$ cat src/rtl/vga_text_pkg.sv
package vga_text_pkg;

  // Cell word, MSB first: background, foreground, flash, block, code
  typedef struct packed {
    logic [2:0] bg;
    logic [2:0] fg;
    logic       flash;
    logic       block;
    logic [7:0] code;
  } cell_t;

  localparam int CELL_W     = 8;   // pixels per character
  localparam int ROW_W      = 5;   // glyph row field width (32 slots)
  localparam int GADDR_W    = 15;  // glyph ROM address width
  localparam int PIPE_DEPTH = 3;   // raster-to-port latency

  // Glyph ROM address: block bank, invert bank, code, scan row
  function automatic logic [GADDR_W-1:0] glyph_addr(cell_t c, logic [ROW_W-1:0] row,
                                                    logic blink_on);
    return {c.block, c.flash & blink_on, c.code, row};
  endfunction

  // Colour selection for one pixel
  function automatic logic [2:0] pixel_rgb(logic pix, logic [2:0] fg, logic [2:0] bg,
                                           logic vis);
    if (!vis) return 3'b000;
    return pix ? fg : bg;
  endfunction

  // Half-open interval test [lo, hi)
  function automatic logic in_span(logic [15:0] pos, logic [15:0] lo, logic [15:0] hi);
    return (pos >= lo) && (pos < hi);
  endfunction

endpackage

$ cat src/rtl/vga_text_timing.sv
module vga_text_timing
  import vga_text_pkg::*;
#(
  parameter int COLS         = 80,
  parameter int GLYPH_H      = 20,
  parameter int H_VIS        = 640,
  parameter int H_FP         = 16,
  parameter int H_SYNC       = 96,
  parameter int H_BP         = 48,
  parameter int V_VIS        = 480,
  parameter int V_FP         = 10,
  parameter int V_SYNC       = 2,
  parameter int V_BP         = 33,
  parameter int BLINK_FRAMES = 32,
  parameter int ADDR_W       = 11
) (
  input  logic              clk,
  input  logic              rst_n,
  output logic              fetch_stb,
  output logic [ADDR_W-1:0] cell_addr,
  output logic [ROW_W-1:0]  scan_row,
  output logic              visible,
  output logic              hsync_raw,
  output logic              vsync_raw,
  output logic              frame_end,
  output logic              blink
);
  localparam int H_TOTAL = H_VIS + H_FP + H_SYNC + H_BP;
  localparam int V_TOTAL = V_VIS + V_FP + V_SYNC + V_BP;
  localparam int HW      = $clog2(H_TOTAL);
  localparam int VW      = $clog2(V_TOTAL);
  localparam int FW      = (BLINK_FRAMES > 1) ? $clog2(BLINK_FRAMES) : 1;

  logic [HW-1:0]     hcnt;
  logic [VW-1:0]     vcnt;
  logic [ADDR_W-1:0] row_base;
  logic [FW-1:0]     fcnt;
  logic              line_end;
  logic              h_vis;
  logic              v_vis;

  assign line_end  = (hcnt == HW'(H_TOTAL - 1));
  assign frame_end = line_end && (vcnt == VW'(V_TOTAL - 1));
  assign h_vis     = (hcnt < HW'(H_VIS));
  assign v_vis     = (vcnt < VW'(V_VIS));
  assign visible   = h_vis && v_vis;
  assign fetch_stb = visible && (hcnt[2:0] == 3'd0);
  assign cell_addr = row_base + ADDR_W'(hcnt >> 3);
  assign hsync_raw = in_span(16'(hcnt), 16'(H_VIS + H_FP), 16'(H_VIS + H_FP + H_SYNC));
  assign vsync_raw = in_span(16'(vcnt), 16'(V_VIS + V_FP), 16'(V_VIS + V_FP + V_SYNC));

  // Raster counters and character-row tracking
  always_ff @(posedge clk or negedge rst_n) begin
    if (!rst_n) begin
      hcnt     <= '0;
      vcnt     <= '0;
      scan_row <= '0;
      row_base <= '0;
    end else begin
      if (line_end) hcnt <= '0;
      else          hcnt <= hcnt + 1'b1;

      if (frame_end) begin
        vcnt     <= '0;
        scan_row <= '0;
        row_base <= '0;
      end else if (line_end) begin
        vcnt <= vcnt + 1'b1;
        if (v_vis) begin
          if (scan_row == ROW_W'(GLYPH_H - 1)) begin
            scan_row <= '0;
            row_base <= row_base + ADDR_W'(COLS);
          end else begin
            scan_row <= scan_row + 1'b1;
          end
        end
      end
    end
  end

  // Frame divider for the flash toggle
  always_ff @(posedge clk or negedge rst_n) begin
    if (!rst_n) begin
      fcnt  <= '0;
      blink <= 1'b0;
    end else if (frame_end) begin
      if (fcnt == FW'(BLINK_FRAMES - 1)) begin
        fcnt  <= '0;
        blink <= ~blink;
      end else begin
        fcnt <= fcnt + 1'b1;
      end
    end
  end

endmodule

$ cat src/rtl/vga_text_fetch.sv
module vga_text_fetch
  import vga_text_pkg::*;
(
  input  logic               clk,
  input  logic               rst_n,
  input  logic               fetch_stb,
  input  logic [ROW_W-1:0]   scan_row,
  input  logic               blink,
  input  logic [15:0]        vram_data,
  output logic [GADDR_W-1:0] rom_addr,
  output logic               load_stb,
  output logic [2:0]         fg_pend,
  output logic [2:0]         bg_pend
);
  cell_t            word;
  logic             fetch_d1;
  logic             fetch_d2;
  logic [ROW_W-1:0] row_d1;

  assign word     = cell_t'(vram_data);
  assign rom_addr = glyph_addr(word, row_d1, blink);
  assign load_stb = fetch_d2;

  always_ff @(posedge clk or negedge rst_n) begin
    if (!rst_n) begin
      fetch_d1 <= 1'b0;
      fetch_d2 <= 1'b0;
      row_d1   <= '0;
      fg_pend  <= '0;
      bg_pend  <= '0;
    end else begin
      fetch_d1 <= fetch_stb;
      fetch_d2 <= fetch_d1;
      row_d1   <= scan_row;
      if (fetch_d1) begin
        fg_pend <= word.fg;
        bg_pend <= word.bg;
      end
    end
  end

endmodule

$ cat src/rtl/vga_text_shifter.sv
module vga_text_shifter
  import vga_text_pkg::*;
(
  input  logic        clk,
  input  logic        rst_n,
  input  logic        load_stb,
  input  logic [7:0]  rom_data,
  input  logic [2:0]  fg_pend,
  input  logic [2:0]  bg_pend,
  input  logic        visible,
  input  logic        hsync_raw,
  input  logic        vsync_raw,
  output logic [2:0]  rgb,
  output logic        hsync_n,
  output logic        vsync_n
);
  logic [CELL_W-1:0]     shreg;
  logic [2:0]            fg_q;
  logic [2:0]            bg_q;
  logic [PIPE_DEPTH-1:0] vis_pipe;
  logic [PIPE_DEPTH-1:0] hs_pipe;
  logic [PIPE_DEPTH-1:0] vs_pipe;

  // Serializer and colour latch load together
  always_ff @(posedge clk or negedge rst_n) begin
    if (!rst_n) begin
      shreg <= '0;
      fg_q  <= '0;
      bg_q  <= '0;
    end else if (load_stb) begin
      shreg <= rom_data;
      fg_q  <= fg_pend;
      bg_q  <= bg_pend;
    end else begin
      shreg <= {shreg[CELL_W-2:0], 1'b0};
    end
  end

  // Blanking and sync delay lines matched to the pixel path
  always_ff @(posedge clk or negedge rst_n) begin
    if (!rst_n) begin
      vis_pipe <= '0;
      hs_pipe  <= '0;
      vs_pipe  <= '0;
    end else begin
      vis_pipe <= {vis_pipe[PIPE_DEPTH-2:0], visible};
      hs_pipe  <= {hs_pipe[PIPE_DEPTH-2:0], hsync_raw};
      vs_pipe  <= {vs_pipe[PIPE_DEPTH-2:0], vsync_raw};
    end
  end

  assign rgb     = pixel_rgb(shreg[CELL_W-1], fg_q, bg_q, vis_pipe[PIPE_DEPTH-1]);
  assign hsync_n = ~hs_pipe[PIPE_DEPTH-1];
  assign vsync_n = ~vs_pipe[PIPE_DEPTH-1];

endmodule

$ cat src/rtl/vga_text_engine.sv
module vga_text_engine
  import vga_text_pkg::*;
#(
  parameter int COLS         = 80,
  parameter int ROWS         = 24,
  parameter int GLYPH_H      = 20,
  parameter int H_FP         = 16,
  parameter int H_SYNC       = 96,
  parameter int H_BP         = 48,
  parameter int V_FP         = 10,
  parameter int V_SYNC       = 2,
  parameter int V_BP         = 33,
  parameter int BLINK_FRAMES = 32,
  localparam int ADDR_W      = $clog2(COLS * ROWS)
) (
  input  logic              clk,
  input  logic              rst_n,
  output logic [ADDR_W-1:0] vram_addr,
  input  logic [15:0]       vram_data,
  output logic [14:0]       rom_addr,
  input  logic [7:0]        rom_data,
  output logic [2:0]        rgb,
  output logic              hsync_n,
  output logic              vsync_n,
  output logic              blink
);
  localparam int H_VIS = COLS * CELL_W;
  localparam int V_VIS = ROWS * GLYPH_H;

  // Internal events, named for the checker
  logic             fetch_stb;
  logic             load_stb;
  logic             visible;
  logic             hsync_raw;
  logic             vsync_raw;
  logic             frame_end;
  logic [ROW_W-1:0] scan_row;
  logic [2:0]       fg_pend;
  logic [2:0]       bg_pend;

  vga_text_timing #(
    .COLS(COLS), .GLYPH_H(GLYPH_H),
    .H_VIS(H_VIS), .H_FP(H_FP), .H_SYNC(H_SYNC), .H_BP(H_BP),
    .V_VIS(V_VIS), .V_FP(V_FP), .V_SYNC(V_SYNC), .V_BP(V_BP),
    .BLINK_FRAMES(BLINK_FRAMES), .ADDR_W(ADDR_W)
  ) u_timing (
    .clk(clk), .rst_n(rst_n),
    .fetch_stb(fetch_stb), .cell_addr(vram_addr), .scan_row(scan_row),
    .visible(visible), .hsync_raw(hsync_raw), .vsync_raw(vsync_raw),
    .frame_end(frame_end), .blink(blink)
  );

  vga_text_fetch u_fetch (
    .clk(clk), .rst_n(rst_n),
    .fetch_stb(fetch_stb), .scan_row(scan_row), .blink(blink),
    .vram_data(vram_data), .rom_addr(rom_addr), .load_stb(load_stb),
    .fg_pend(fg_pend), .bg_pend(bg_pend)
  );

  vga_text_shifter u_shift (
    .clk(clk), .rst_n(rst_n),
    .load_stb(load_stb), .rom_data(rom_data),
    .fg_pend(fg_pend), .bg_pend(bg_pend),
    .visible(visible), .hsync_raw(hsync_raw), .vsync_raw(vsync_raw),
    .rgb(rgb), .hsync_n(hsync_n), .vsync_n(vsync_n)
  );

endmodule

$ cat config.mk
export PLATFORM = sky130hd
export DESIGN_NAME = vga_text_engine
export DESIGN_NICKNAME = d
export VERILOG_FILES = /design/src/rtl/vga_text_pkg.sv /design/src/rtl/vga_text_timing.sv /design/src/rtl/vga_text_fetch.sv /design/src/rtl/vga_text_shifter.sv /design/src/rtl/vga_text_engine.sv
export SDC_FILE = /design/constraint.sdc
export NUM_CORES = 1
export LEC_CHECK = 0
export BUFFER_PORTS_ARGS = -buffer_cell sky130_fd_sc_hd__buf_2
export CAP_MARGIN = 10
export CORE_ASPECT_RATIO = 0.7
export CORE_MARGIN = 2
export CORE_UTILIZATION = 60
export DETAILED_ROUTE_END_ITERATION = 10
export PLACE_DENSITY = 0.91
export SYNTH_ARGS = -nofsm -noshare
export SYNTH_HDL_FRONTEND = slang
export SYNTH_HIERARCHICAL = 1
export SYNTH_SLANG_ARGS = --single-unit
$ cat constraint.sdc
create_clock -name clk -period 4.15 [get_ports clk]
set_input_delay 0.2075 -clock clk [delete_from_list [all_inputs] [get_ports clk]]
set_output_delay 0.2075 -clock clk [all_outputs]
set_load 0.01 [all_outputs]
==> metrics, run 1 <==
DIE AREA ~6500 µm²; status finished, final reports clean; Pre-antenna DRT Iters 5; Power Density 336 nW/µm²; clock root buffer clkbuf_8; CTS resizes 0; number of enable flip-flop cells after synthesis 0; asr flop ratio synth 100%; Fill cells 408; gpl congestion 0.872; CTS tree built; initial antenna violation count 0; WP data required just under 4 ns; fin crit share 57.6%; Vias/cell 6.06; Cell variety after synth 46; global-route wire length before repair between 10000 and 15000 µm; die width ~96 µm; switching pwr 318 µW; vias in the first global route around 2500; die height 68.1 µm; measured slew at the worst slew-check pin 0.754 ns; share of power burned in registers 56.8%; antenna cells 0; antenna viol nets, final 0; Setup TNS 0 ns; area of the mapped netlist around 3500 µm²; clock skew ~0.0086 ns; largest net degree at the start of global routing 41; core box area 5700 µm²; clk_lat worst skew 0.36 ns; initial DRC count 218; post-synthesis sequential element count between 70 and 80; Clk pwr share 40.4%; CP Launch Type flip-flop; share of layout cells above drive strength 1 26.7%; Syn Inst Count approximately 300; WL/cell 17.7 µm; Synth top area share 52.6%; GRT Overall Usage 25.3%; grt total ovfl 0; post-layout min period 2.39 ns; Syn. warnings 6; RSZ-0062 raised after global routing false; clock slew seen by the registers of the worst setup and hold paths roughly 0.09 ns; cell taking the most area after synthesis dfrtp_1; Post-DP Area between 3000 and 4000 µm²; Final Setup Violations 0; critical path peak fanout 7; synth top area cells dfrtp_1 (53%), mux2_2 (4.5%), ha_1 (3.9%); Sink Count between 70 and 80; Slew Viols, Final 0; I/O Buffers 39; leakage power 0.00184 µW; Mapped Nets 336; top_reg_cell synth dfrtp_1; commonest non-fill, non-tap cell in the layout dfrtp_1; I/O Pins 58; drt total wl 7210 µm; Hold Violations, Final 0; Worst EP arrival 2.18 ns; Avg Cell Area, Syn 11.8 µm²; Hold Crit Class in2reg; Final Cell Area 3840 µm²; Starting Density 61.7%; Area Overhead vs Synth 9.10%; slew margin rel. 49.7%; Peak VDD IR 0.153 mV; Setup CP Type reg2out; Comb pwr share 2.9%; crit path capture type output pin; htree depth 3; via count 2472; Util after Layout between 60% and 70%; Int Pwr between 900 and 1000 µW; Max Cap Violations 0; num rows 23; leading cell types in the layout, fill and taps excluded dfrtp_1 (74), buf_2 (39), a21oi_1 (15); sequential share of the synthesized area between 50% and 60%; CTS Buf Count 9; Post-route DRC 0; Clock Tree Buf Depth 2; Nets approximately 370; highest clock rate 419 MHz; post-DP HPWL 4880 µm; switch share between 20% and 30%
==> critical path, cell delays in order, from the launching register on <==
cell	delay [ns]
dfrtp_1	0.48
ha_1	0.39
a21o_1	0.21
a21oi_1	0.32
nand2b_1	0.17
xnor2_1	0.11
buf_2	0.14
==> power by group through the flow <==
stage	registers (µW)	logic, µW	clock network (µW)
after floorplan	744	20.4	0
after global placement	745	35.5	0
after detailed placement	746	36.9	0
after CTS	732	38.3	534
after global routing	733	41.7	570
final	732	36.8	520
==> routing by layer <==
layer | global-route usage (%) | part of all wire [%] | up-vias | wire length, µm
li1 | - | - | 1114 | -
met1 | 31.3 | 42 | 1249 | 3010
met2 | 41.9 | 50 | 96 | 3600
met3 | 7.93 | 6.5 | 13 | 471
met4 | 10.5 | 1.8 | 0 | 129
met5 | 0 | 0 | - | 0
==> registers in the layout, indices dropped and copies added, names as in the netlist <==
name,count
u_fetch/bg_pend,3
u_fetch/fetch_d1,1
u_fetch/fg_pend,3
u_fetch/load_stb,1
u_fetch/row_d1,5
u_shift/bg_q,3
u_shift/fg_q,3
u_shift/hs_pipe,3
u_shift/shreg,8
u_shift/vis_pipe,3
u_shift/vs_pipe,3
u_timing/blink,1
u_timing/fcnt,5
u_timing/hcnt,10
u_timing/row_base,7
u_timing/scan_row,5
u_timing/vcnt,10
==> through the flow <==
step                instances  worst slack (ns)  total power [µW]  hold slack, ns
global placement          391              2.14               781           0.322
global route              408              1.63              1340          0.0596
floorplan                 299              2.30               765         -0.0881
detailed placement        391              1.95               783           0.323
CTS                       408              1.73              1300          0.0641
finish                    408              1.76              1290          0.0792
==> repair_timing <==
action / CTS / global route
hold buffers: 1 / 0
setup buffers: 0 / 0
endpoints found under the hold margin: 34 / 0
==> synth_stat cells (all sizes together), types with 11 or more instances <==
master and n:
nand2 12, dfrtp 74, ha 11, mux2 20, buf 19, xor2 11, nand3 13, o21ai 13
nor2 14, a21oi 15
==> cell type report <==
type / instances / area, µm² / share of cell area [%]
repair buffers: 41 / 213 / 5.54
inverters: 9 / 33.8 / 0.880
clock buffers: 9 / 124 / 3.23
clock inverters: 7 / 61.3 / 1.60
well taps: 75 / 93.8 / 2.44
multi-input cells: 193 / 1460 / 38.1
flip-flops and latches: 74 / 1850 / 48.2
==> kinds of logic after synthesis <==
kind of cell | synth area share [%]
AO/OA/AOI/OAI | 8.57
flip-flops | 52.6
buffers and inverters | 5.83
XOR/XNOR | 4.98
adder cells (fa/ha/maj) | 3.91
AND/OR/NAND/NOR | 16.2
multiplexers | 7.89
==> final timing paths <==
kind	start	endpoint	slack, ns	cells after the start
setup / recovery	u_timing/hcnt[8]	vram_addr[8]	1.76	6
hold / removal	rom_data[5]	u_shift/shreg[5]	0.08	2
setup reg to reg	u_timing/hcnt[0]	u_timing/vcnt[3]	1.89	6
hold reg to reg	u_shift/vis_pipe[1]	u_shift/vis_pipe[2]	0.34	0
max in group asynchronous	rst_n	u_fetch/row_d1[4]	2.73	3
min in group asynchronous	rst_n	u_timing/vcnt[4]	0.46	2
No activity file was read; power rests on OpenSTA's default activity.
==> run 2: changes to the inputs <==
Settings changed: ABC_AREA set to 1, CORE_UTILIZATION 60 to 51, PLACE_DENSITY 0.91 to 0.83.
Clock period 4.15 ns to 1.9 ns, I/O delays scaled along.
==> run 2 against run 1 <==
The flow now finishes with violations (setup timing). First-iteration DRC count increased by 0.92%. Critical path depth increased by 4. Worst setup slack got worse by 1.8 ns. Design area increased by 14%. Power increased by 130%. Area after synthesis increased by 6.4%. Utilization decreased by 6.6 points. Sequential power increased by 120%. Final cell count increased by 44%. Clock-buffer cell count increased by 5. Worst hold slack improved by 0.11 ns.
==> metrics, run 2 <==
measured slew at the worst slew-check pin 0.827 ns (was 0.754 ns); Post-route DRC 0 (unchanged); core box area 7190 µm² (was 5700 µm²); gpl congestion 0.901 (was 0.872); Setup CP Type reg2out (unchanged); sequential share of the synthesized area 49.5% (was 52.6%); delay-heaviest family, CP simple AND/OR/NAND/NOR gates (was compound AO/OA/AOI/OAI gates); grt total ovfl 0 (unchanged); I/O Buffers 39 (unchanged); critical path peak fanout 4 (was 7); largest net degree at the start of global routing 43 (was 41); Mapped Nets 466 (was 336); cell taking the most area after synthesis dfrtp_1 (unchanged); DP Worst Slack 0.0969 ns (was 1.95 ns); num rows 26 (was 23); via count 2997 (was 2472); synth cell count leaders nand2_1 (101), dfrtp_1 (74), inv_1 (57) (was dfrtp_1 (74), a21oi_1 (15), mux2_2 (14), nor2_1 (14), o21ai_0 (13)); Worst EP arrival 1.86 ns (was 2.18 ns); Vias/cell 5.10 (was 6.06); Nets 522 (was 365); storage element area 1850 µm² (about the same); Synth top area share 49.5% (was 52.6%); fin crit share 103%; vias in the first global route 2939 (was 2469); Setup crit start u_timing/row_base[5] (was u_timing/hcnt[8]); Max stage delay on crit path 0.42 ns (was 0.48 ns); share of layout cells above drive strength 1 21.4% (was 26.7%); CP max stage cell dfrtp_1 (unchanged); post-synthesis sequential element count 74 (unchanged); antenna cells 0 (unchanged); htree depth 3 (unchanged); Post-DP Area 3930 µm² (was 3640 µm²); Util after Layout 60.7% (was 67.4%); Hold Crit Class in2out (was in2reg); GRT Overall Usage 20.5% (was 25.3%); clock root buffer clkbuf_8 (unchanged); synth top area cells dfrtp_1 (49%), nand2_1 (10%), inv_1 (5.7%) (was dfrtp_1 (53%), mux2_2 (4.5%), ha_1 (3.9%)); DIE AREA 8050 µm² (was 6500 µm²); CP Launch Type flip-flop (unchanged); CP bufs+invs 1 (unchanged); Syn Inst Count 429 (was 299); WP data required 1.80 ns (was 3.94 ns); Syn. warnings 6 (unchanged); post-DP HPWL 5130 µm (was 4880 µm); cell mode on critical path nand2_2; status complete, but fails checks (was finished, final reports clean); leakage power 0.00229 µW (was 0.00184 µW); commonest non-fill, non-tap cell in the layout nand2_1 (was dfrtp_1); Avg Cell Area, Syn 8.72 µm² (was 11.8 µm²); clk_lat worst skew 0.35 ns (was 0.36 ns); Worst Hold Path EP rom_addr[5] (was u_shift/shreg[5]); area of the mapped netlist 3740 µm² (was 3520 µm²); Clock Tree Buf Depth 2 (unchanged); WL/cell 13.0 µm (was 17.7 µm); RSZ-0062 raised after global routing true (was false); Area Overhead vs Synth 16.7% (was 9.10%); Pre-antenna DRT Iters 5 (unchanged); Worst R2R End u_timing/scan_row[2] (was u_timing/vcnt[3]); Sink Count 74 (unchanged); failing checks setup timing; area of the multi-input gates 1540 µm² (was 1460 µm²); Peak VDD IR 0.361 mV (was 0.153 mV); Worst R2R Path Depth 8 (was 6); initial antenna violation count 0 (unchanged); Hold Violations, Final 0 (unchanged); I/O Pins 58 (unchanged); slew margin rel. 44.9% (was 49.7%); Worst R2R Setup Slack 0.17 ns (was 1.89 ns); clock skew 0.00842 ns (was 0.00860 ns); Slew Viols, Final 0 (unchanged); clock slew seen by the registers of the worst setup and hold paths 0.07 ns (was 0.09 ns); crit path capture type output pin (unchanged); Final Cell Area 4370 µm² (was 3840 µm²); CTS tree built (unchanged); Cell variety after synth 38 (was 46); initial DRC count 220 (was 218); reg2reg start u_timing/hcnt[0] (unchanged); largest registers u_timing/hcnt (10), u_timing/vcnt (10), u_shift/shreg (8) (unchanged); crit path cell chain ha_4 -> a21o_1 -> nand2_2 -> nand2_2 -> nand2_2 -> nor2_4 -> nand2_2 -> nand2_1 -> nand2_1 -> buf_2 (was ha_1 -> a21o_1 -> a21oi_1 -> nand2b_1 -> xnor2_1 -> buf_2); Starting Density 52.1% (was 61.7%); global-route wire length before repair 12800 µm (was 12100 µm); Hold Crit Depth 0 (was 2); Power Density 665 nW/µm² (was 336 nW/µm²); most common cell in the netlist nand2_1 (was dfrtp_1); worst setup margin -0.0534 ns (was 1.76 ns); Final Setup Violations 2 (was 0); post-layout min period 1.95 ns; Fill cells 603 (was 408); highest clock rate 512 MHz; drt total wl 7650 µm (was 7210 µm); leading cell types in the layout, fill and taps excluded nand2_1 (97), dfrtp_1 (73), inv_1 (57) (was dfrtp_1 (74), buf_2 (39), a21oi_1 (15)); die height 75.7 µm (was 68.1 µm); total chip power 2900 µW (was 1290 µW); top_reg_cell synth dfrtp_1 (unchanged); die width 106 µm (was 95.5 µm); hold wc startpoint vram_data[0] (was rom_data[5]); WHS 0.190 ns (was 0.0792 ns); number of enable flip-flop cells after synthesis 0 (unchanged); asr flop ratio synth 100% (unchanged); CTS Buf Count 9 (unchanged); Max Cap Violations 0 (unchanged); antenna viol nets, final 0 (unchanged)
==> run 2: cell types whose count changed in the layout (fill, tap and decap cells not counted), sizes merged, moves of 14 or more <==
| cell | previous run | this run |
|---|---|---|
| nand2 | 12 | 106 |
| inv | 13 | 61 |
| nor2 | 14 | 54 |
| mux2 | 20 | 0 |
| o21ai | 13 | 32 |
| dlygate4sd3 | 1 | 15 |
==> run 2: how the worst max path moves through the flow <==
stage	endpoint	slack [ns]	cells past startpoint
global placement	vram_addr[10]	0.21	10
detailed placement	vram_addr[10]	0.1	10
global route	vram_addr[9]	-0.16	8
floorplan	vram_addr[9]	0.31	7
CTS	vram_addr[10]	-0.07	10
finish	vram_addr[10]	-0.05	10
==> run 2: logic make-up (layout without fill, tap and decap cells) <==
family	count (synthesis)	count (layout)	share of synthesized area (%)
AND/OR/NAND/NOR	199	199	25.4
buffers and inverters	81	142	10.3
flip-flops	74	74	49.5
AO/OA/AOI/OAI	50	50	7.92
XOR/XNOR	14	14	3.28
adder cells (fa/ha/maj)	11	11	3.68
==> run 2: stage by stage <==
step	instances	TNS [ns]
5_1_grt	588	-0.421
6_report	588	-0.0746
3_3_place_gp	549	0
4_1_cts	586	-0.132
3_5_place_dp	549	0
2_1_floorplan	429	0
==> run 2: power breakdown <==
group / switching, µW / internal (µW)
clock: 529 / 678
sequential: 9.19 / 1590
combinational: 52.7 / 45.5
total: 591 / 2310
==> run 2: timing repair <==
action | in CTS | in global routing
setup buffers | 6 | 2
endpoints found under the setup margin | 3 | 10
gates resized for setup | 6 | 3
hold buffers | 15 | 0
pin swaps | 4 | 4
endpoints found under the hold margin | 88 | 0
==> run 2: worst register-to-register path: stages (launching register included) <==
cell,delay [ns]
dfrtp_1,0.43
ha_2,0.29
nand2_1,0.11
nor2_4,0.14
nand4_2,0.18
clkinv_2,0.17
o21ai_2,0.13
nand2_1,0.08
o21ai_1,0.07
==> run 2: layout make-up <==
class	count	area share, %
timing repair buffer	64	9.63
multi-input combinational	274	35.2
clock inverter	2	0.802
clock buffer	14	3.72
tap	98	2.81
sequential	74	42.4
inverter	62	5.36
==> run 2: routing by layer <==
layer | share of wire [%] | GRT usage [%] | vias to the layer above | wire length [µm]
li1 | - | - | 1456 | -
met1 | 43 | 24.8 | 1426 | 3310
met2 | 50 | 35.0 | 99 | 3820
met3 | 5.3 | 7.10 | 16 | 408
met4 | 1.4 | 7.31 | 0 | 110
met5 | 0 | 0 | - | 0
==> run 3: changes to the inputs <==
Settings changed: CORE_UTILIZATION 51 to 55, PLACE_DENSITY 0.83 to 0.85.
Clock period 1.9 ns to 2 ns, I/O delays scaled along.
==> run 3 against run 2 <==
The flow now finishes without violations. Combinational power is 2.1% lower. Routed wire length is 2.3% lower. Clock skew rose by 0.00051 ns. Design area increased by 0.92%. Clock-buffer cell count down 4. Die area fell by 7.0%. Worst setup slack improved by 0.072 ns. First-iteration DRC count is 20% lower. Critical path type unchanged. Largest cell class unchanged.
==> metrics, run 3 (synthesis gave the netlist of run 2 again) <==
WL/cell 12.8 µm (was 13.0 µm); Max Cap Violations 0 (unchanged); Util after Layout 66.1% (was 60.7%); Area Overhead vs Synth 17.8% (was 16.7%); post-layout min period 1.98 ns; largest registers u_timing/hcnt (10), u_timing/vcnt (10), u_shift/shreg (8) (unchanged); clk_lat worst skew 0.35 ns (about the same); fin crit share 99.1%; Pre-antenna DRT Iters 5 (unchanged); die height 73.0 µm (was 75.7 µm); Cells after DPL 545 (was 549); vias in the first global route 2917 (was 2939); slew margin rel. 67.4% (was 44.9%); RSZ-0062 raised after global routing true (unchanged); I/O Buffers 39 (unchanged); share of layout cells above drive strength 1 21.1% (was 21.4%); Met2 Wirelength 3580 µm (was 3820 µm); Final Setup Violations 0 (was 2); final std cells w/o fill 583 (was 588); htree depth 3 (unchanged); CP Launch Type flip-flop (unchanged); crit path capture type output pin (unchanged); critical path peak fanout 6 (was 4); met3 WL 423 µm (was 408 µm); largest net degree at the start of global routing 39 (was 43); measured slew at the worst slew-check pin 0.488 ns (was 0.827 ns); post-DP HPWL 5050 µm (was 5130 µm); Worst EP arrival 1.88 ns (was 1.86 ns); die width 103 µm (was 106 µm); Starting Density 56.2% (was 52.1%); Hold Violations, Final 0 (unchanged); leakage power 0.00231 µW (was 0.00229 µW); Vias/cell 5.08 (was 5.10); max layer used met4 (unchanged); Worst R2R Setup Slack 0.24 ns (was 0.17 ns); Post-route DRC 0 (unchanged); clock root buffer clkbuf_8 (unchanged); Clock Tree Buf Depth 2 (unchanged); CTS Buf Count 9 (unchanged); global-route wire length before repair 12900 µm (was 12800 µm); leading cell types in the layout, fill and taps excluded nand2_1 (99), dfrtp_1 (73), inv_1 (57) (was nand2_1 (97), dfrtp_1 (73), inv_1 (57)); clock skew 0.00893 ns (was 0.00842 ns); gpl congestion 0.886 (was 0.901); Hold Crit Class in2out (unchanged); Setup CP Type reg2out (unchanged); Slew Viols, Final 0 (unchanged); GRT Overall Usage 22.3% (was 20.5%); clock slew seen by the registers of the worst setup and hold paths 0.07 ns (about the same); num rows 25 (was 26); antenna cells 0 (unchanged); CTS tree built (unchanged); grt total ovfl 0 (unchanged); Power Density 680 nW/µm² (was 665 nW/µm²); core box area 6660 µm² (was 7190 µm²); Nets 521 (was 522); highest clock rate just over 500 MHz; initial DRC count 176 (was 220); antenna viol nets, final 0 (unchanged); WP data required 1.90 ns (was 1.80 ns); Sink Count 74 (unchanged); initial antenna violation count 0 (unchanged); via count 2959 (was 2997); commonest non-fill, non-tap cell in the layout nand2_1 (unchanged); status finished, final reports clean (was complete, but fails checks); Peak VDD IR 0.408 mV (was 0.361 mV); I/O Pins 58 (unchanged); DIE AREA 7490 µm² (was 8050 µm²); WL met1 3360 µm (was 3310 µm); drt total wl 7470 µm (was 7650 µm)
==> run 3: cell count changes in the layout (fill, tap and decap cells not counted), sizes merged <==
cell	before	now
buf	49	48
bufinv	1	3
clkbuf	14	10
clkinv	2	3
clkinvlp	0	1
==> run 3: per-stage QoR <==
| step | TNS, ns | setup slack, ns | hold slack [ns] | power [µW] | area (µm²) |
|---|---|---|---|---|---|
| 2_1_floorplan | 0 | 0.402 | -0.196 | 1580 | 3740 |
| 3_3_place_gp | 0 | 0.303 | 0.100 | 1620 | 3940 |
| 3_5_place_dp | 0 | 0.209 | 0.101 | 1620 | 3940 |
| 4_1_cts | 0 | 0.0175 | 0.200 | 3040 | 4370 |
| 5_1_grt | -0.203 | -0.0835 | 0.200 | 3130 | 4410 |
| 6_report | 0 | 0.0187 | 0.200 | 3000 | 4410 |
==> run 3: cell type report <==
class / count / area (µm²)
Sequential cell: 74 / 1850
Fill cell: 497 / 2260
Inverter: 62 / 234
Clock inverter: 6 / 115
Multi-Input combinational cell: 274 / 1530
Clock buffer: 10 / 128
Tap cell: 94 / 118
Timing Repair Buffer: 63 / 428
==> run 3: power breakdown <==
part	internal (µW)	total, µW	switching (µW)
Sequential	1510	1520	8.68
Combinational	45.2	96.1	50.8
Clock	833	1380	549
==> run 3: worst paths after layout <==
check                                         from  depth (start not counted)              endpoint
worst max-delay path              u_timing/hcnt[7]                          8          vram_addr[8]
worst min-delay path                  vram_data[3]                          0           rom_addr[8]
worst max register to register    u_timing/hcnt[0]                          8  u_timing/row_base[6]
worst min register to register  u_shift/vs_pipe[0]                          0    u_shift/vs_pipe[1]
max in group asynchronous                    rst_n                          3     u_fetch/row_d1[4]
min in group asynchronous                    rst_n                          2      u_timing/hcnt[1]
==> run 3: timing repair <==
item | in CTS | in global routing
pin swaps | 0 | 4
endpoints found under the hold margin | 51 | 0
setup buffers | 2 | 5
resized for setup | 5 | 1
setup endpoints to repair | 3 | 3
hold buffers | 15 | 0
==> run 3: worst max-delay path, cell delays in order, from the launching register on <==
cell	delay, ns
dfrtp_2	0.47
ha_1	0.25
a21o_1	0.18
nand2_1	0.07
nand2_2	0.07
buf_4	0.13
a21oi_1	0.16
nor2_1	0.06
buf_2	0.14
==> run 3: layer usage <==
| layer | track usage, % | vias up |
|---|---|---|
| li1 | - | 1451 |
| met1 | 28.2 | 1396 |
| met2 | 37.1 | 96 |
| met3 | 6.32 | 16 |
| met4 | 7.41 | 0 |
| met5 | 0 | - |
